$ cat src/rtl/thr_sel_pkg.sv
package thr_sel_pkg;
  typedef enum logic {
    SEL_FINE   = 1'b0,
    SEL_COARSE = 1'b1
  } sel_mode_e;
endpackage

$ cat src/rtl/thr_rr_pick.sv
// First requester at or after start_i, circular order.
module thr_rr_pick #(
  parameter int N  = 4,
  localparam int IW = (N > 1) ? $clog2(N) : 1
) (
  input  logic [N-1:0]  req_i,
  input  logic [IW-1:0] start_i,
  output logic          hit_o,
  output logic [IW-1:0] id_o
);
  always_comb begin
    hit_o = 1'b0;
    id_o  = '0;
    for (int k = 0; k < N; k++) begin
      int idx;
      idx = int'(start_i) + k;
      if (idx >= N) idx = idx - N;
      if (!hit_o && req_i[idx]) begin
        hit_o = 1'b1;
        id_o  = IW'(idx);
      end
    end
  end
endmodule

$ cat src/rtl/thr_park_track.sv
// Per-thread outstanding-miss flags; a miss beats a same-cycle resolve.
module thr_park_track #(
  parameter int N = 4
) (
  input  logic         clk_i,
  input  logic         rst_ni,
  input  logic [N-1:0] miss_i,
  input  logic [N-1:0] resolved_i,
  output logic [N-1:0] parked_o
);
  for (genvar t = 0; t < N; t++) begin : g_thr
    always_ff @(posedge clk_i or negedge rst_ni) begin
      if (!rst_ni) parked_o[t] <= 1'b0;
      else         parked_o[t] <= miss_i[t] | (parked_o[t] & ~resolved_i[t]);
    end
  end
endmodule

$ cat src/rtl/thr_issue_sel.sv
module thr_issue_sel
  import thr_sel_pkg::*;
#(
  parameter int NUM_THR  = 4,
  parameter int HOME_TID = 0,
  localparam int TID_W   = (NUM_THR > 1) ? $clog2(NUM_THR) : 1
) (
  input  logic               clk_i,
  input  logic               rst_ni,
  input  logic               mode_i,
  input  logic [NUM_THR-1:0] ready_i,
  input  logic [NUM_THR-1:0] miss_i,
  input  logic [NUM_THR-1:0] resolved_i,
  output logic [NUM_THR-1:0] grant_o,
  output logic [TID_W-1:0]   grant_id_o,
  output logic               valid_o
);
  localparam logic [TID_W-1:0] HOME_ID = TID_W'(HOME_TID);
  localparam logic [TID_W-1:0] LAST_ID = TID_W'(NUM_THR - 1);

  logic [TID_W-1:0]   rr_ptr_q, cur_q;
  logic [NUM_THR-1:0] parked_q, elig_c;
  logic               f_hit, c_hit;
  logic [TID_W-1:0]   f_id, c_id;
  logic               coarse;

  assign coarse = (mode_i == SEL_COARSE);

  thr_park_track #(.N(NUM_THR)) u_park (
    .clk_i      (clk_i),
    .rst_ni     (rst_ni),
    .miss_i     (miss_i),
    .resolved_i (resolved_i),
    .parked_o   (parked_q)
  );

  // a thread missing this cycle yields at once
  assign elig_c = ready_i & ~parked_q & ~miss_i;

  thr_rr_pick #(.N(NUM_THR)) u_fine (
    .req_i   (ready_i),
    .start_i (rr_ptr_q),
    .hit_o   (f_hit),
    .id_o    (f_id)
  );

  // starting at cur_q keeps the current owner when it is eligible
  thr_rr_pick #(.N(NUM_THR)) u_coarse (
    .req_i   (elig_c),
    .start_i (cur_q),
    .hit_o   (c_hit),
    .id_o    (c_id)
  );

  always_comb begin
    if (coarse) begin
      if (elig_c[HOME_TID]) begin
        valid_o    = 1'b1;
        grant_id_o = HOME_ID;
      end else begin
        valid_o    = c_hit;
        grant_id_o = c_id;
      end
    end else begin
      valid_o    = f_hit;
      grant_id_o = f_id;
    end
    grant_o = valid_o ? (NUM_THR'(1) << grant_id_o) : '0;
  end

  always_ff @(posedge clk_i or negedge rst_ni) begin
    if (!rst_ni) begin
      rr_ptr_q <= '0;
      cur_q    <= HOME_ID;
    end else if (valid_o) begin
      if (coarse) cur_q <= grant_id_o;
      else        rr_ptr_q <= (grant_id_o == LAST_ID) ? '0 : grant_id_o + 1'b1;
    end
  end

  // checks
  logic past_ok_q;
  always_ff @(posedge clk_i or negedge rst_ni) begin
    if (!rst_ni) past_ok_q <= 1'b0;
    else         past_ok_q <= 1'b1;
  end

  AST_GRANT_ONEHOT: assert property (@(posedge clk_i) disable iff (!rst_ni)
    valid_o |-> ($onehot(grant_o) && grant_o[grant_id_o]));
  AST_GRANT_READY: assert property (@(posedge clk_i) disable iff (!rst_ni)
    valid_o |-> ((grant_o & ready_i) != '0));
  AST_IDLE_NO_GRANT: assert property (@(posedge clk_i) disable iff (!rst_ni)
    (ready_i == '0) |-> (!valid_o && grant_o == '0));
  AST_FINE_ROTATE: assert property (@(posedge clk_i) disable iff (!rst_ni)
    (past_ok_q && !coarse && $past(mode_i) == SEL_FINE && $past(valid_o) && (&ready_i))
      |-> grant_id_o == (($past(grant_id_o) == LAST_ID) ? '0 : $past(grant_id_o) + 1'b1));
  AST_MISS_YIELD: assert property (@(posedge clk_i) disable iff (!rst_ni)
    coarse |-> ((grant_o & miss_i) == '0));
  AST_MISS_PARKS: assert property (@(posedge clk_i) disable iff (!rst_ni)
    (past_ok_q && coarse) |-> ((grant_o & $past(miss_i)) == '0));
endmodule

$ cat config.mk
export PLATFORM = sky130hd
export DESIGN_NAME = thr_issue_sel
export DESIGN_NICKNAME = d
export VERILOG_FILES = /design/src/rtl/thr_sel_pkg.sv /design/src/rtl/thr_rr_pick.sv /design/src/rtl/thr_park_track.sv /design/src/rtl/thr_issue_sel.sv
export SDC_FILE = /design/constraint.sdc
export NUM_CORES = 1
export LEC_CHECK = 0
export ABC_AREA = 0
export BUFFER_PORTS_ARGS = -buffer_cell sky130_fd_sc_hd__clkbuf_2
export CAP_MARGIN = 25
export CORE_MARGIN = 10
export CORE_UTILIZATION = 44
export DETAILED_ROUTE_END_ITERATION = 16
export PLACE_DENSITY = 0.73
export SYNTH_ARGS = -nofsm -noshare
export SYNTH_HDL_FRONTEND = slang
export SYNTH_SLANG_ARGS = --single-unit
$ cat constraint.sdc
create_clock -name clk_i -period 2.3 [get_ports clk_i]
set_input_delay 0 -clock clk_i [delete_from_list [all_inputs] [get_ports clk_i]]
set_output_delay 0 -clock clk_i [all_outputs]
set_load 0.01 [all_outputs]
==> flow_metrics.py, run 1 <==
metrics = {
    "power": {
        "ir_worst_vdd_uv": 442,
        "power_density_mw_per_mm2": 644,
        "internal_power_uw": 387,
        "swShare_pct": 39.5,
        "p_sw_uw": 253,
        "clkPwrFrac_pct": 17.6,
        "combPwrFrac_pct": 48.0,
        "power_uw": 640,
        "seqPwrFrac_pct": 34.4,
        "p_leak_uw": 0.000510,
    },
    "critical_path": {
        "slowest_delay_ns": 0.42,
        "r2r-end": "rr_ptr_q[1]",
        "cp_slowest_cell": "or3b_4",
        "cp_data_required_time_ns": 2.30,
        "r2r_start": "u_park.parked_o[3]",
        "critPathKind": "flip-flop to output port",
        "critical_path.max_fanout": 6,
        "crit_family": "simple AND/OR/NAND/NOR gates",
        "start_kind": "flip-flop",
        "endpoint_kind": "output port",
        "r2r_slack_ns": 0.06,
        "crit_arrival_ns": 2.30,
        "crit_chain": "or3b_4 -> and3_4 -> o21ai_2 -> o311a_4 -> xnor2_2 -> a21o_1 -> ha_1 -> and2_1 -> clkbuf_2",
        "worst-path-buf-inv": 1,
        "rr_worst_depth": 8,
    },
    "yosys": {
        "syn_inst": 89,
        "synth_top_area_share_pct": 28.0,
        "avgSynthCellArea_sq_um": 8.03,
        "syn_area_sq_um": 714,
        "synth_fp_nets": 108,
        "yosysWarningCount": 0,
        "async_flop_share_pct": 100,
        "synth-seq-cells": 8,
        "synth_area_leader_cell": "dfrtp_1",
        "synth.area.top_cells": "dfrtp_1, ha_1, a21o_1",
        "ys_types": 32,
        "synth_seq_area_share_pct": 28.0,
        "synthFlopType": "dfrtp_1",
        "synth_edf_count": 0,
    },
    "drt": {
        "antenna_left": 0,
        "num_vias": 768,
        "wl_microns": 2050,
        "vias_per_cell": 5.53,
        "drc_errors": 0,
        "drt-initial-drc-count": 14,
        "drt_pass1_iterations": 4,
        "post_drt_wl_per_cell_microns": 14.8,
    },
    "sta": {
        "hold_ws_ns": 0.0419,
        "drv_slew": 0,
        "setup_violations": 0,
        "hold_viol": 0,
        "slew_headroom_pct": 67.2,
        "finalClockSkew_ns": 0.00572,
        "rsz0062_at_grt": "yes",
        "fmax_ghz": 0.435,
        "tightest_slew_ns": 0.488,
        "finalSetupTns_ns": 0,
        "period_minus_slack_ns": 2.30,
        "finalCritPeriodShare_pct": 100,
    },
    "layout": {
        "multiInputGateArea_sq_um": 495,
        "ff_latch_area_sq_um": 200,
        "nets": 144,
        "fillCellCount": 128,
        "syn_to_final_growth_pct": 39.1,
        "final_area_sq_um": 993,
        "diodes": 0,
        "drive_gt1_share_pct": 31.7,
    },
    "outcome": {
        "status": "complete, no violations",
    },
    "place": {
        "port_buffers": 21,
        "placed_cell_area_sq_um": 832,
        "globalplace.congestion": 0.781,
        "hpwl_microns": 1450,
    },
    "grt": {
        "antenna_found_initial": 0,
        "overflow": 0,
        "grt_pass1_vias": 764,
        "grt_first_pass_wirelength_microns": 3390,
        "grtUsageTotal_pct": 11.9,
        "grt_max_degree": 11,
    },
    "hold_path": {
        "hold_start": "mode_i",
        "min_to": "cur_q[1]",
        "min_path_type": "input pin to flip-flop",
        "hold_depth": 2,
    },
    "floorplan": {
        "die_h_microns": 60.3,
        "coreArea_sq_mm": 0.00152,
        "die-area_sq_mm": 0.00364,
        "ios": 22,
        "row_count": 14,
        "initial_core_util_pct": 46.9,
        "die_w_microns": 60.3,
    },
    "cts": {
        "cts_buffer_depth": 2,
        "clock_sinks": 8,
        "clock-root-buffer": "clkbuf_4",
        "cts_tree": "yes",
        "clkSlewWorstSetupHoldPaths_ns": 0.06,
        "htreeDepth": 1,
        "worst_skew_pair.late_latency_ns": 0.26,
        "tritoncts.num_buffers": 3,
    },
    "job": {
        "cap_violations": 0,
    },
}
[layer usage]
layer	global-route usage, %	up-vias	wire (microns)
li1	-	384	-
met1	13.1	362	865
met2	20.4	20	1080
met3	2.97	2	82
met4	5.77	0	19
met5	0	-	0
[cells by family after synthesis]
logic type,count (synthesis),synth area share (%)
compound gates,32,30.5
xor+xnor,1,1.23
fa+ha+maj,4,7.01
buf+inv,12,8.41
flops,8,28.0
mux,1,1.58
simple gates,31,23.3
[metrics by stage]
step                instances  utilization [%]  worst slack, ns
finish                    139             65.2         0.000312
global route              139             65.2           -0.117
CTS                       139             64.1          0.00769
detailed placement        126             54.6           0.0107
global placement          126             54.6           0.0614
floorplan                  89                -           0.0476
[power groups by stage]
stage	sequential (uW)	clock, uW	combinational (uW)
2_1_floorplan	193	0	204
3_3_place_gp	213	0	249
3_5_place_dp	215	0	256
4_1_cts	216	120	290
5_1_grt	226	125	343
6_report	220	112	307
[placed cells by master (no fill, tap or decap), types with 2 or more instances in the layout]
cell	count
buf_4	3
nand2_1	12
ha_1	4
or3b_4	2
clkbuf_2	21
and2_1	4
nor3b_2	2
inv_1	10
clkbuf_4	3
dfrtp_1	8
a21o_1	6
o22ai_1	2
nor2_1	5
dlygate4sd3_1	9
a21oi_1	6
o21ai_0	6
[layout make-up]
class | instances | area share [%]
Timing Repair Buffer | 33 | 21.9
Inverter | 10 | 3.78
Multi-Input combinational cell | 69 | 49.9
Tap cell | 16 | 2.02
Sequential cell | 8 | 20.2
Clock buffer | 3 | 2.27
[state kept, by name, indices dropped and copies added (netlist names)]
| register | flops |
|---|---|
| u_park.parked_o | 4 |
| rr_ptr_q | 2 |
| cur_q | 2 |
[worst max-delay path by stage]
stage	from	end	slack (ns)	cells past startpoint
floorplan	u_park.parked_o[3]	rr_ptr_q[1]	0.05	6
global placement	u_park.parked_o[3]	rr_ptr_q[1]	0.06	8
detailed placement	u_park.parked_o[3]	rr_ptr_q[1]	0.01	8
CTS	u_park.parked_o[2]	grant_o[3]	0.008	9
global route	u_park.parked_o[3]	grant_o[1]	-0.12	9
finish	u_park.parked_o[3]	grant_o[1]	0.0003	9
[cells in the mapped netlist (2+ instances only)]
cell type and number:
nand2_1 12, inv_1 10, dfrtp_1 8, a21oi_1 7, a21o_1 6, o21ai_0 6, nor2_1 5, and2_1 4
ha_1 4, buf_6 2, nor3b_1 2, o22ai_1 2, or3b_1 2
[repair_timing]
action	CTS	global route
hold endpoints to repair	12	0
setup buffers	1	0
setup endpoints to repair	5	5
pin swaps	4	1
hold buffers	9	0
resized for setup	5	3
Note: power is estimated with default switching activity, not from simulation.
==> run 2: changes to the inputs <==
--- a/config.mk
+++ b/config.mk
@@ -11,6 +11,7 @@
 export CORE_MARGIN = 10
 export CORE_UTILIZATION = 44
 export DETAILED_ROUTE_END_ITERATION = 16
+export HOLD_SLACK_MARGIN = 0.15
 export PLACE_DENSITY = 0.73
 export SYNTH_ARGS = -nofsm -noshare
 export SYNTH_HDL_FRONTEND = slang
==> run 2 against run 1 <==
Via count grew 2.0%. Final area grew 2.8%. Core utilization grew 1.8 points. Critical path depth is the same. Clock skew grew 0.00080 ns. Highest routed layer unchanged. Critical path type unchanged.
==> flow_metrics.py, run 2 (synthesized netlist as in run 1, its figures left out) <==
metrics = {
    "job": {
        "cap_violations": 0,
    },
    "hold_path": {
        "hold_depth": 4,
        "min_path_type": "input pin to flip-flop",
    },
    "place": {
        "placed_cells": 126,
        "port_buffers": 21,
        "hpwl_microns": 1450,
        "globalplace.congestion": 0.781,
    },
    "drt": {
        "num_vias": 783,
        "drc_errors": 0,
        "drt-initial-drc-count": 13,
        "vias_per_cell": 5.51,
        "wl_microns": 2100,
        "post_drt_wl_per_cell_microns": 14.8,
        "antenna_left": 0,
        "drt_pass1_iterations": 4,
    },
    "sta": {
        "finalSetupTns_ns": 0,
        "period_minus_slack_ns": 2.30,
        "fmax_ghz": 0.435,
        "finalClockSkew_ns": 0.00652,
        "rsz0062_at_grt": "yes",
        "drv_slew": 0,
        "tightest_slew_ns": 0.512,
        "setup_violations": 0,
        "finalCritPeriodShare_pct": 100,
        "hold_ws_ns": 0.178,
        "hold_viol": 0,
        "slew_headroom_pct": 65.6,
    },
    "layout": {
        "final_cells": 142,
        "diodes": 0,
        "largest_reg_flops": 4,
        "final_common_cell": "clkbuf_2",
        "drive_gt1_share_pct": 31.7,
        "multiInputGateArea_sq_um": 495,
        "top_regs": "u_park.parked_o (4), cur_q (2), rr_ptr_q (2)",
        "ff_latch_area_sq_um": 200,
        "mostFrequentLayoutCells": "clkbuf_2, nand2_1, dlygate4sd3_1, inv_1, dfrtp_1",
        "regMostFlops": "u_park.parked_o",
        "nets": 147,
        "fillCellCount": 122,
        "syn_to_final_growth_pct": 42.9,
    },
    "power": {
        "power_uw": 647,
        "p_leak_uw": 0.000523,
        "swShare_pct": 39.6,
        "seqPwrFrac_pct": 34.1,
        "ir_worst_vdd_uv": 441,
        "internal_power_uw": 391,
        "power_density_mw_per_mm2": 634,
        "clkPwrFrac_pct": 17.7,
        "combPwrFrac_pct": 48.3,
        "p_sw_uw": 256,
    },
    "cts": {
        "tritoncts.num_buffers": 3,
        "htreeDepth": 1,
        "clkSlewWorstSetupHoldPaths_ns": 0.06,
        "worst_skew_pair.late_latency_ns": 0.26,
        "cts_tree": "yes",
        "cts_buffer_depth": 2,
        "clock-root-buffer": "clkbuf_4",
        "clock_sinks": 8,
    },
    "floorplan": {
        "ios": 22,
        "die-area_sq_mm": 0.00364,
        "die_w_microns": 60.3,
        "coreArea_sq_mm": 0.00152,
        "die_h_microns": 60.3,
        "row_count": 14,
        "initial_core_util_pct": 46.9,
    },
    "grt": {
        "overflow": 0,
        "grtUsageTotal_pct": 12.0,
        "grt_first_pass_wirelength_microns": 3430,
        "antenna_found_initial": 0,
        "grt_pass1_vias": 778,
        "grt_max_degree": 11,
    },
    "critical_path": {
        "critical_path.max_fanout": 6,
        "start_kind": "flip-flop",
        "crit_arrival_ns": 2.30,
        "critPathKind": "flip-flop to output port",
        "endpoint_kind": "output port",
        "cp_data_required_time_ns": 2.30,
        "rr_worst_depth": 8,
    },
    "outcome": {
        "status": "complete, no violations",
    },
}
-- run 2: changes by cell type in the layout (fill, tap and decap cells not counted), sizes merged --
| cell | previous run | this run |
|---|---|---|
| buf | 3 | 4 |
| dlygate4sd3 | 9 | 11 |
-- run 2: final timing paths --
check	endpoint	slack (ns)	startpoint
worst max-delay path	grant_o[1]	0.0009	u_park.parked_o[3]
worst min-delay path	cur_q[1]	0.18	ready_i[0]
worst max register to register	rr_ptr_q[1]	0.07	u_park.parked_o[3]
worst min register to register	rr_ptr_q[0]	0.61	rr_ptr_q[0]
max in group asynchronous	cur_q[1]	1.29	rst_ni
min in group asynchronous	u_park.parked_o[3]	0.72	rst_ni
-- run 2: area by class of cell --
class	count	area share (%)
Timing Repair Buffer	36	24.0
Multi-Input combinational cell	69	48.5
Inverter	10	3.68
Clock buffer	3	2.21
Tap cell	16	1.96
Sequential cell	8	19.6
-- run 2: worst max-delay path, cell delays in order, from the launching register on --
cell      delay (ns)
dfrtp_1         0.39
or3b_4          0.42
and3_4          0.19
o21ai_2         0.11
o311a_4         0.21
xnor2_2         0.07
a21o_1          0.20
ha_1            0.19
and2_1          0.12
clkbuf_2        0.12
-- run 2: what timing repair did --
item	in CTS	in global routing
setup endpoints to repair	5	5
hold buffers	11	0
gates resized for setup	5	3
pin swaps	4	1
setup buffers	1	1
gates cloned	0	0
hold endpoints to repair	14	0
-- run 2: power by group through the flow --
stage          Combinational, uW  Clock (uW)  Sequential (uW)
2_1_floorplan                204           0              193
3_3_place_gp                 249           0              213
3_5_place_dp                 256           0              215
4_1_cts                      292         120              216
5_1_grt                      348         125              226
6_report                     312         114              221
-- run 2: metal layers --
| layer | share of wire [%] | vias up | GRT usage, % |
|---|---|---|---|
| li1 | - | 386 | - |
| met1 | 43 | 370 | 13.1 |
| met2 | 52 | 21 | 20.9 |
| met3 | 3.3 | 6 | 2.97 |
| met4 | 2.0 | 0 | 5.77 |
| met5 | 0 | - | 0 |
-- run 2: stage by stage --
stage	setup WS [ns]	cell area (sq um)	util [%]
final	0.000872	1020	67.0
after global routing	-0.108	1020	67.0
after CTS	0.00769	997	65.4
after detailed placement	0.0107	832	54.6
after global placement	0.0614	832	54.6
after floorplan	0.0476	714	-
==> run 3: changes to the inputs <==
--- a/config.mk
+++ b/config.mk
@@ -11,8 +11,11 @@
 export CORE_MARGIN = 10
 export CORE_UTILIZATION = 44
 export DETAILED_ROUTE_END_ITERATION = 16
+export GPL_TIMING_DRIVEN = 0
 export HOLD_SLACK_MARGIN = 0.15
 export PLACE_DENSITY = 0.73
+export RECOVER_POWER = 100
 export SYNTH_ARGS = -nofsm -noshare
 export SYNTH_HDL_FRONTEND = slang
 export SYNTH_SLANG_ARGS = --single-unit
+export TNS_END_PERCENT = 30
==> run 3 against run 2 <==
The run now ends with negative setup slack left. Fmax shrank 2.3%. Critical path depth unchanged. Core utilization rose by 2.4 points. Total power is 5.1% higher. Non-clock buffer count up 3. Clock skew about the same. Flip-flop and latch count unchanged. Die area unchanged. Via count is 3.3% higher. Global-route usage fell by 0.72 points. Routed wire length rose by 1.8%. First-iteration DRC count grew to 2.8 times the previous value.
==> flow_metrics.py, run 3 (synthesized netlist as in run 1, its figures left out) <==
metrics = {
    "outcome": {
        "status": "finished with violations",
        "violations": "negative setup slack",
    },
    "drt": {
        "antenna_left": 0,
        "vias_per_cell": 5.58,
        "drc_errors": 0,
        "post_drt_wl_per_cell_microns": 14.7,
        "wl_microns": 2130,
        "num_vias": 809,
        "drt_pass1_iterations": 4,
        "drt-initial-drc-count": 36,
    },
    "power": {
        "ir_worst_vdd_uv": 456,
        "seqPwrFrac_pct": 29.7,
        "swShare_pct": 38.8,
        "internal_power_uw": 416,
        "combPwrFrac_pct": 53.7,
        "p_leak_uw": 0.000533,
        "power_density_mw_per_mm2": 643,
        "clkPwrFrac_pct": 16.6,
        "p_sw_uw": 264,
    },
    "hold_path": {
        "min_path_type": "input pin to flip-flop",
    },
    "critical_path": {
        "critPathKind": "flip-flop to output port",
        "cp_slowest_cell": "or3b_4",
        "start_kind": "flip-flop",
        "crit_family": "simple AND/OR/NAND/NOR gates",
        "crit_arrival_ns": 2.35,
        "crit_chain": "or3b_4 -> and3_4 -> o21ai_2 -> o311a_4 -> xnor2_2 -> a21o_1 -> ha_1 -> and2_1 -> clkbuf_2",
        "worst-path-buf-inv": 1,
        "cp_data_required_time_ns": 2.30,
        "endpoint_kind": "output port",
        "slowest_delay_ns": 0.44,
        "critical_path.max_fanout": 6,
    },
    "sta": {
        "period_minus_slack_ns": 2.35,
        "slew_headroom_pct": 67.7,
        "fmax_ghz": 0.425,
        "finalClockSkew_ns": 0.00659,
        "tightest_slew_ns": 0.481,
        "hold_viol": 0,
        "finalCritPeriodShare_pct": 102,
        "rsz0062_at_grt": "yes",
        "hold_ws_ns": 0.174,
        "worst_slack_ns": -0.0527,
        "drv_slew": 0,
        "setup_violations": 3,
    },
    "layout": {
        "drive_gt1_share_pct": 34.9,
        "fillCellCount": 129,
        "final_common_cell": "clkbuf_2",
        "nets": 150,
        "largest_reg_flops": 4,
        "regMostFlops": "u_park.parked_o",
        "syn_to_final_growth_pct": 48.0,
        "mostFrequentLayoutCells": "clkbuf_2, nand2_1, dlygate4sd3_1, inv_1, dfrtp_1",
        "top_regs": "u_park.parked_o (4), cur_q (2), rr_ptr_q (2)",
        "final_cells": 145,
        "diodes": 0,
    },
    "floorplan": {
        "row_count": 14,
        "die_w_microns": 60.3,
        "ios": 22,
        "coreArea_sq_mm": 0.00152,
        "die_h_microns": 60.3,
        "die-area_sq_mm": 0.00364,
        "initial_core_util_pct": 46.9,
    },
    "grt": {
        "grtUsageMet1_pct": 11.8,
        "met3_usage_pct": 4.45,
        "use_met2_pct": 20.7,
        "grt_first_pass_wirelength_microns": 3190,
        "grt_max_degree": 11,
        "grt_pass1_vias": 745,
        "top_usage_layer": "met2",
        "overflow": 0,
        "grtUsageTotal_pct": 11.3,
        "antenna_found_initial": 0,
    },
    "place": {
        "placed_cells": 126,
        "hpwl_microns": 1440,
        "globalplace.congestion": 0.827,
        "port_buffers": 21,
    },
    "cts": {
        "clock-root-buffer": "clkbuf_4",
        "tritoncts.num_buffers": 3,
        "cts_buffer_depth": 2,
        "htreeDepth": 1,
        "worst_skew_pair.late_latency_ns": 0.26,
        "clock_sinks": 8,
        "clkSlewWorstSetupHoldPaths_ns": 0.06,
        "cts_tree": "yes",
    },
    "job": {
        "cap_violations": 0,
    },
}
run 3: cell type report:
cell class | count | area, sq um | share of cell area [%]
timing repair buffer | 37 | 251 | 23.8
buffer | 2 | 22.5 | 2.13
tap | 16 | 20.0 | 1.89
multi-input combinational | 69 | 503 | 47.6
sequential | 8 | 200 | 18.9
inverter | 10 | 37.5 | 3.55
clock buffer | 3 | 22.5 | 2.13
run 3: final timing paths:
kind | start | to | slack [ns] | cells after the start
max | u_park.parked_o[3] | grant_o[1] | -0.05 | 9
min | ready_i[0] | cur_q[1] | 0.17 | 4
max reg2reg | u_park.parked_o[3] | rr_ptr_q[1] | -0.01 | 8
min reg2reg | rr_ptr_q[0] | rr_ptr_q[0] | 0.63 | 2
max in group asynchronous | rst_ni | rr_ptr_q[1] | 1.29 | 3
min in group asynchronous | rst_ni | u_park.parked_o[0] | 0.73 | 3
run 3: power by group through the flow:
stage / Sequential [uW] / Combinational (uW) / Clock [uW]
6_report: 202 / 366 / 113
3_5_place_dp: 201 / 280 / 0
3_3_place_gp: 200 / 271 / 0
4_1_cts: 200 / 337 / 117
2_1_floorplan: 193 / 204 / 0
5_1_grt: 205 / 402 / 124
run 3: layer usage:
layer  routed length [microns]  vias up
li1                          -      395
met1                       844      376
met2                      1140       34
met3                       140        4
met4                        12        0
met5                         0        -
run 3: worst register-to-register path, cell delays in order (launching register included):
cell     delay (ns)
dfrtp_1        0.37
or3b_4         0.44
and3_4         0.17
o21ai_2        0.15
o311a_4        0.22
xnor2_2        0.12
a21o_1         0.19
ha_2           0.28
mux2_2         0.25
run 3: through the flow:
step	worst slack [ns]	cell area, sq um	total power (uW)	setup TNS (ns)	util (%)
after global placement	0.0253	840	471	0	55.1
after detailed placement	0.00670	840	480	0	55.1
final	-0.0527	1060	680	-0.104	69.4
after CTS	0.00896	1020	653	0	66.7
after floorplan	0.0476	714	397	0	-
after global routing	-0.0931	1060	731	-0.313	69.4
run 3: what timing repair did:
item	CTS	global route
pin swaps	3	5
endpoints found under the setup margin	5	5
setup buffers	1	4
gates resized for setup	7	5
endpoints found under the hold margin	14	0
hold buffers	11	0
